$ cat src/rtl/vio_pkg.sv
package vio_pkg;
  localparam int MST_W   = 16;
  localparam int DOM_W   = 6;
  localparam int VADDR_W = 36;

  localparam logic [11:0] OFS_DBG0 = 12'h900;
  localparam logic [11:0] OFS_DBG1 = 12'h904;
  localparam logic [11:0] OFS_STA  = 12'hF10;
  localparam logic [11:0] OFS_SEL  = 12'hF14;
  localparam logic [11:0] OFS_CTL  = 12'hF20;

  typedef struct packed {
    logic [VADDR_W-1:0] addr;
    logic               rd;
    logic               wr;
    logic [DOM_W-1:0]   dom;
    logic [MST_W-1:0]   mst;
  } vio_rec_t;
endpackage

$ cat src/rtl/vio_group_store.sv
module vio_group_store
  import vio_pkg::*;
#(
  parameter int NUM_GROUPS = 4
) (
  input  logic                             clk_i,
  input  logic                             rst_ni,
  input  logic [NUM_GROUPS-1:0]            hit_i,
  input  vio_rec_t [NUM_GROUPS-1:0]        rec_i,
  input  logic [NUM_GROUPS-1:0]            clr_i,
  output logic [NUM_GROUPS-1:0]            pend_o,
  output vio_rec_t [NUM_GROUPS-1:0]        rec_o
);
  for (genvar g = 0; g < NUM_GROUPS; g++) begin : g_grp
    always_ff @(posedge clk_i or negedge rst_ni) begin
      if (!rst_ni) begin
        pend_o[g] <= 1'b0;
        rec_o[g]  <= '0;
      end else if (clr_i[g]) begin
        pend_o[g] <= 1'b0;
      end else if (hit_i[g] && !pend_o[g]) begin
        // first violation wins; later ones dropped until clear
        pend_o[g] <= 1'b1;
        rec_o[g]  <= rec_i[g];
      end
    end
  end
endmodule

$ cat src/rtl/vio_shift_ctrl.sv
module vio_shift_ctrl #(
  parameter int SHIFT_CYCLES = 8
) (
  input  logic clk_i,
  input  logic rst_ni,
  input  logic ctl_we_i,
  input  logic ctl_go_i,
  output logic busy_o,
  output logic go_o,
  output logic done_o,
  output logic load_o
);
  localparam int CNT_W = $clog2(SHIFT_CYCLES + 1);

  logic [CNT_W-1:0] cnt_q;
  logic abort, launch;

  assign abort  = ctl_we_i && !ctl_go_i;
  assign launch = ctl_we_i && ctl_go_i && !busy_o;
  assign load_o = busy_o && !abort && (cnt_q == CNT_W'(1));

  always_ff @(posedge clk_i or negedge rst_ni) begin
    if (!rst_ni) begin
      busy_o <= 1'b0;
      go_o   <= 1'b0;
      done_o <= 1'b0;
      cnt_q  <= '0;
    end else if (abort) begin
      busy_o <= 1'b0;
      go_o   <= 1'b0;
      done_o <= 1'b0;
    end else if (launch) begin
      busy_o <= 1'b1;
      go_o   <= 1'b1;
      done_o <= 1'b0;
      cnt_q  <= CNT_W'(SHIFT_CYCLES);
    end else if (busy_o) begin
      if (cnt_q == CNT_W'(1)) begin
        busy_o <= 1'b0;
        done_o <= 1'b1;
      end else begin
        cnt_q <= cnt_q - CNT_W'(1);
      end
    end
  end
endmodule

$ cat src/rtl/vio_capture.sv
module vio_capture
  import vio_pkg::*;
#(
  parameter int NUM_GROUPS   = 4,
  parameter int SHIFT_CYCLES = 8,
  parameter int ADDR_W       = 12
) (
  input  logic                          clk_i,
  input  logic                          rst_ni,
  input  logic                          wr_en_i,
  input  logic [ADDR_W-1:0]             addr_i,
  input  logic [31:0]                   wdata_i,
  output logic [31:0]                   rdata_o,
  input  logic [NUM_GROUPS-1:0]         vio_valid_i,
  input  logic [NUM_GROUPS*MST_W-1:0]   vio_mst_i,
  input  logic [NUM_GROUPS*DOM_W-1:0]   vio_dom_i,
  input  logic [NUM_GROUPS-1:0]         vio_wr_i,
  input  logic [NUM_GROUPS-1:0]         vio_rd_i,
  input  logic [NUM_GROUPS*VADDR_W-1:0] vio_addr_i
);
  localparam int GW = NUM_GROUPS;

  vio_rec_t [GW-1:0] rec_in, rec_q;
  logic [GW-1:0] pend, clr, sel_q;
  logic [31:0]   dbg0_q, dbg1_q;
  logic          wr_sta, wr_sel, wr_ctl;
  logic          busy, go, done, load;
  logic          sel_ok;
  vio_rec_t      pick;
  logic          unused_wdata;

  for (genvar g = 0; g < GW; g++) begin : g_rec
    assign rec_in[g].mst  = vio_mst_i[g*MST_W +: MST_W];
    assign rec_in[g].dom  = vio_dom_i[g*DOM_W +: DOM_W];
    assign rec_in[g].wr   = vio_wr_i[g];
    assign rec_in[g].rd   = vio_rd_i[g];
    assign rec_in[g].addr = vio_addr_i[g*VADDR_W +: VADDR_W];
  end

  assign wr_sta = wr_en_i && (addr_i == ADDR_W'(OFS_STA));
  assign wr_sel = wr_en_i && (addr_i == ADDR_W'(OFS_SEL));
  assign wr_ctl = wr_en_i && (addr_i == ADDR_W'(OFS_CTL));
  assign clr    = wr_sta ? wdata_i[GW-1:0] : '0;
  assign unused_wdata = ^wdata_i;

  vio_group_store #(.NUM_GROUPS(GW)) u_store (
    .clk_i  (clk_i),
    .rst_ni (rst_ni),
    .hit_i  (vio_valid_i),
    .rec_i  (rec_in),
    .clr_i  (clr),
    .pend_o (pend),
    .rec_o  (rec_q)
  );

  vio_shift_ctrl #(.SHIFT_CYCLES(SHIFT_CYCLES)) u_shift (
    .clk_i    (clk_i),
    .rst_ni   (rst_ni),
    .ctl_we_i (wr_ctl),
    .ctl_go_i (wdata_i[0]),
    .busy_o   (busy),
    .go_o     (go),
    .done_o   (done),
    .load_o   (load)
  );

  // selection must be one-hot and pending, otherwise zeros are shifted
  assign sel_ok = (sel_q != '0) && ((sel_q & (sel_q - GW'(1))) == '0);

  always_comb begin
    pick = '0;
    for (int g = 0; g < GW; g++) begin
      if (sel_ok && sel_q[g] && pend[g]) pick = rec_q[g];
    end
  end

  always_ff @(posedge clk_i or negedge rst_ni) begin
    if (!rst_ni) begin
      sel_q  <= '0;
      dbg0_q <= '0;
      dbg1_q <= '0;
    end else begin
      if (wr_sel) sel_q <= wdata_i[GW-1:0];
      if (load) begin
        dbg0_q <= {4'b0, pick.addr[VADDR_W-1:32], pick.rd, pick.wr, pick.dom, pick.mst};
        dbg1_q <= pick.addr[31:0];
      end
    end
  end

  always_comb begin
    rdata_o = '0;
    if (addr_i == ADDR_W'(OFS_DBG0))     rdata_o = dbg0_q;
    else if (addr_i == ADDR_W'(OFS_DBG1)) rdata_o = dbg1_q;
    else if (addr_i == ADDR_W'(OFS_STA))  rdata_o = 32'(pend);
    else if (addr_i == ADDR_W'(OFS_SEL))  rdata_o = 32'(sel_q);
    else if (addr_i == ADDR_W'(OFS_CTL))  rdata_o = {30'b0, done, go};
  end
endmodule

$ cat config.mk
export PLATFORM = sky130hd
export DESIGN_NAME = vio_capture
export DESIGN_NICKNAME = d
export VERILOG_FILES = /design/src/rtl/vio_pkg.sv /design/src/rtl/vio_group_store.sv /design/src/rtl/vio_shift_ctrl.sv /design/src/rtl/vio_capture.sv
export SDC_FILE = /design/constraint.sdc
export NUM_CORES = 1
export LEC_CHECK = 0
export CORE_MARGIN = 2
export CORE_UTILIZATION = 47
export DETAILED_ROUTE_END_ITERATION = 8
export PLACE_DENSITY = 0.84
export SLEW_MARGIN = 20
export SYNTH_ARGS = -nofsm -noshare
export SYNTH_HDL_FRONTEND = slang
export SYNTH_SLANG_ARGS = --single-unit
$ cat constraint.sdc
create_clock -name clk_i -period 2.7 [get_ports clk_i]
set_input_delay 0.54 -clock clk_i [delete_from_list [all_inputs] [get_ports clk_i]]
set_output_delay 0.54 -clock clk_i [all_outputs]
set_load 0.02 [all_outputs]
==> flow_metrics.py <==
metrics = {
    "flow_run": {
        "drv_cap": 0,
    },
    "clocking": {
        "insertion_delay_ns": 0.51,
        "clockBufferDepth": 3,
        "root_buffer": "clkbuf_16",
        "cts_max_level": 2,
        "cts_num_sinks": 315,
        "clk_pin_slew_worst_paths_ns": 0.06,
        "cts_buffers": 36,
        "cts_tree": "done",
    },
    "setup_path": {
        "cp_data_arrival_time_ns": 2.23,
        "cp_max_fo": 6,
        "rrSetupSlack_ns": 0.51,
        "crit_type": "input port to output pin",
        "rr_endpoint": "dbg0_q[27]$_DFFE_PN0P_",
        "r2r-start": "sel_q[3]$_DFFE_PN0P_",
        "start_kind": "input port",
        "end_kind": "output pin",
        "ff2ff_path_depth": 5,
        "critPathRequiredTime_ns": 2.16,
    },
    "floorplan": {
        "die_h_um": 184,
        "pin_count": 323,
        "die_x_um": 184,
        "core-area_um2": 32300,
        "dieArea_um2": 34000,
        "rows": 66,
        "start_util": 0.474,
    },
    "outcome": {
        "status": "complete, but fails checks",
        "violations": "setup timing",
    },
    "power_and_ir_drop": {
        "leakage_nw": 8.56,
        "peakVddDrop_mv": 0.419,
        "pwr_density_cell_nw_per_um2": 560,
        "total_power_w": 0.0115,
    },
    "layout": {
        "fill_cells": 2388,
        "ff_latch_area_um2": 7890,
        "fin_nets": 1943,
        "multi_input_area_um2": 6640,
        "syn_to_final_growth_pct": 33.9,
        "drive_gt1_frac": 0.278,
    },
    "sta": {
        "hold_viol_final": 0,
        "drv_slew": 0,
        "relSlewSlack": 0.511,
        "worst_pin_slew_ns": 0.733,
        "fin_crit_ns": 2.77,
        "rsz0062_at_grt": "true",
        "fin_skew_ns": 0.0107,
        "setup_violations": 18,
        "hold_ws_ns": 0.0431,
        "timing.final.ws_setup_ns": -0.0651,
        "finalCritPeriodShare": 1.02,
        "clock.fmax_ghz": 0.362,
    },
    "synth": {
        "synth_top_family_by_area": "multiplexers",
        "synth_area_leaders": "dfrtp_1, mux2_2, nor4_1",
        "synth.area.mux_share": 0.185,
        "syn_nets": 1645,
        "synth_ff_type": "dfrtp_1",
        "avgSynthCellArea_um2": 11.3,
        "yosysWarnings": 0,
        "synthAdderAreaFrac": 0.00163,
        "synth-xor-area-share": 0,
        "syn-cell-area_um2": 15300,
        "synth_top_area_frac": 0.515,
        "synth_edf_count": 0,
        "synth-simple-area-share": 0.130,
        "ys_seq_area_frac": 0.515,
        "synth.most_common_cell": "dfrtp_1",
        "synth_compound_area_frac": 0.103,
        "syn_inst": 1352,
        "synth_common_cells": "dfrtp_1, mux2_2, nand2_1",
        "yosys.area.top_type": "dfrtp_1",
        "async_flop_share": 1.00,
        "synth-seq-cells": 315,
        "synth_cell_type_count": 49,
    },
    "global_route": {
        "grt_pass1_wl_um": 75200,
        "grt_max_degree": 89,
        "gr-total-overflow": 0,
        "antenna_found_initial": 8,
        "grt_pass1_vias": 13063,
        "grt_usage": 0.289,
    },
    "detailed_routing": {
        "wl_um": 49100,
        "drc": 0,
        "drtAntennaViolNets": 0,
        "vias_per_cell": 6.03,
        "firstDrtPassIters": 6,
        "wire_per_inst_um": 23.2,
        "vias": 12785,
        "drt_iter0_drc": 1482,
    },
    "worst_hold_path": {
        "hold_path.class": "input port to asynchronous set/reset pin",
    },
    "placement": {
        "dp_hpwl_um": 33800,
        "gp_congestion": 0.993,
        "numPortBuffers": 294,
    },
}
-- final cells by class --
type	count	area share
Sequential cell	315	0.385
Timing Repair Buffer	388	0.195
Inverter	71	0.0130
Tap cell	442	0.0270
Clock buffer	51	0.0506
Clock inverter	6	0.00513
Antenna cell	8	0.000976
Multi-Input combinational cell	838	0.324
-- worst max-delay path, cell delays in order --
cell,delay (ns)
buf_6,0.09
or4bb_4,0.57
buf_6,0.15
nor4_4,0.11
buf_4,0.18
buf_6,0.10
buf_6,0.08
buf_6,0.11
a22o_1,0.17
buf_6,0.13
-- sequential cells by signal (all words and copies together), names as in the netlist --
register and count:
dbg0_q 28, dbg1_q 32, sel_q 4, u_shift.busy_o 1, u_shift.cnt_q 4, u_shift.done_o 1
u_shift.go_o 1, u_store.pend_o 4, u_store.rec_o 240
-- how the worst max path moves through the flow --
stage	startpoint	to	cells after the start
CTS	addr_i[7]	rdata_o[3]	8
global placement	addr_i[8]	rdata_o[2]	7
finish	addr_i[7]	rdata_o[6]	10
detailed placement	addr_i[8]	rdata_o[2]	7
global route	addr_i[7]	rdata_o[6]	10
floorplan	addr_i[7]	rdata_o[2]	6
-- power breakdown --
part | switching, W | internal [W] | leakage (nW)
Combinational | 0.000442 | 0.000793 | 4.01
Clock | 0.00187 | 0.00294 | 0.563
Sequential | 0.000268 | 0.00517 | 3.99
-- layout by cell type (no fill, tap or decap), types with 5 or more instances in the layout --
| master | n |
|---|---|
| clkdlybuf4s50_1 | 249 |
| nor2_1 | 8 |
| clkbuf_1 | 8 |
| nand3b_1 | 61 |
| buf_4 | 59 |
| dfrtp_1 | 311 |
| nand2_1 | 124 |
| mux2_4 | 20 |
| a31oi_1 | 62 |
| buf_2 | 7 |
| o31ai_1 | 59 |
| clkbuf_16 | 37 |
| a21oi_1 | 65 |
| clkbuf_8 | 6 |
| diode_2 | 8 |
| a22o_1 | 24 |
| nor4_1 | 121 |
| buf_6 | 45 |
| inv_1 | 70 |
| mux2_1 | 5 |
| buf_12 | 22 |
| mux2_2 | 220 |
-- cell families (layout without fill, tap and decap cells) --
group / count (synthesis) / count (layout)
fa+ha+maj: 2 / 2
mux: 245 / 245
flops: 315 / 315
other cells: 0 / 8
compound gates: 236 / 236
simple gates: 355 / 355
buf+inv: 199 / 516
-- metal layers --
metal | GRT usage | wire length, um | part of all wire
met5 | 0 | 0 | 0
met4 | 0.127 | 2120 | 0.043
met3 | 0.0520 | 4020 | 0.082
met2 | 0.469 | 23400 | 0.48
met1 | 0.380 | 19600 | 0.40
-- metrics by stage --
step	setup WS, ns	util	cell area (um2)	TNS (ns)	cells
4_1_cts	-0.0510	0.629	20300	-0.160	2110
3_3_place_gp	-0.833	0.590	19100	-149.35	2041
3_5_place_dp	-0.912	0.590	19100	-160.09	2041
6_report	-0.0651	0.635	20500	-0.611	2119
5_1_grt	-0.141	0.635	20500	-2.34	2119
2_1_floorplan	-0.0485	-	15300	-0.0485	1352
-- timing repair --
item / in CTS / in global routing
pin swaps: 8 / 8
gates resized for setup: 191 / 43
hold buffers: 0 / 0
buffers inserted: 10 / 1
gates cloned: 2 / 0
setup endpoints to repair: 94 / 32
No activity file was read; power rests on OpenSTA's default activity.
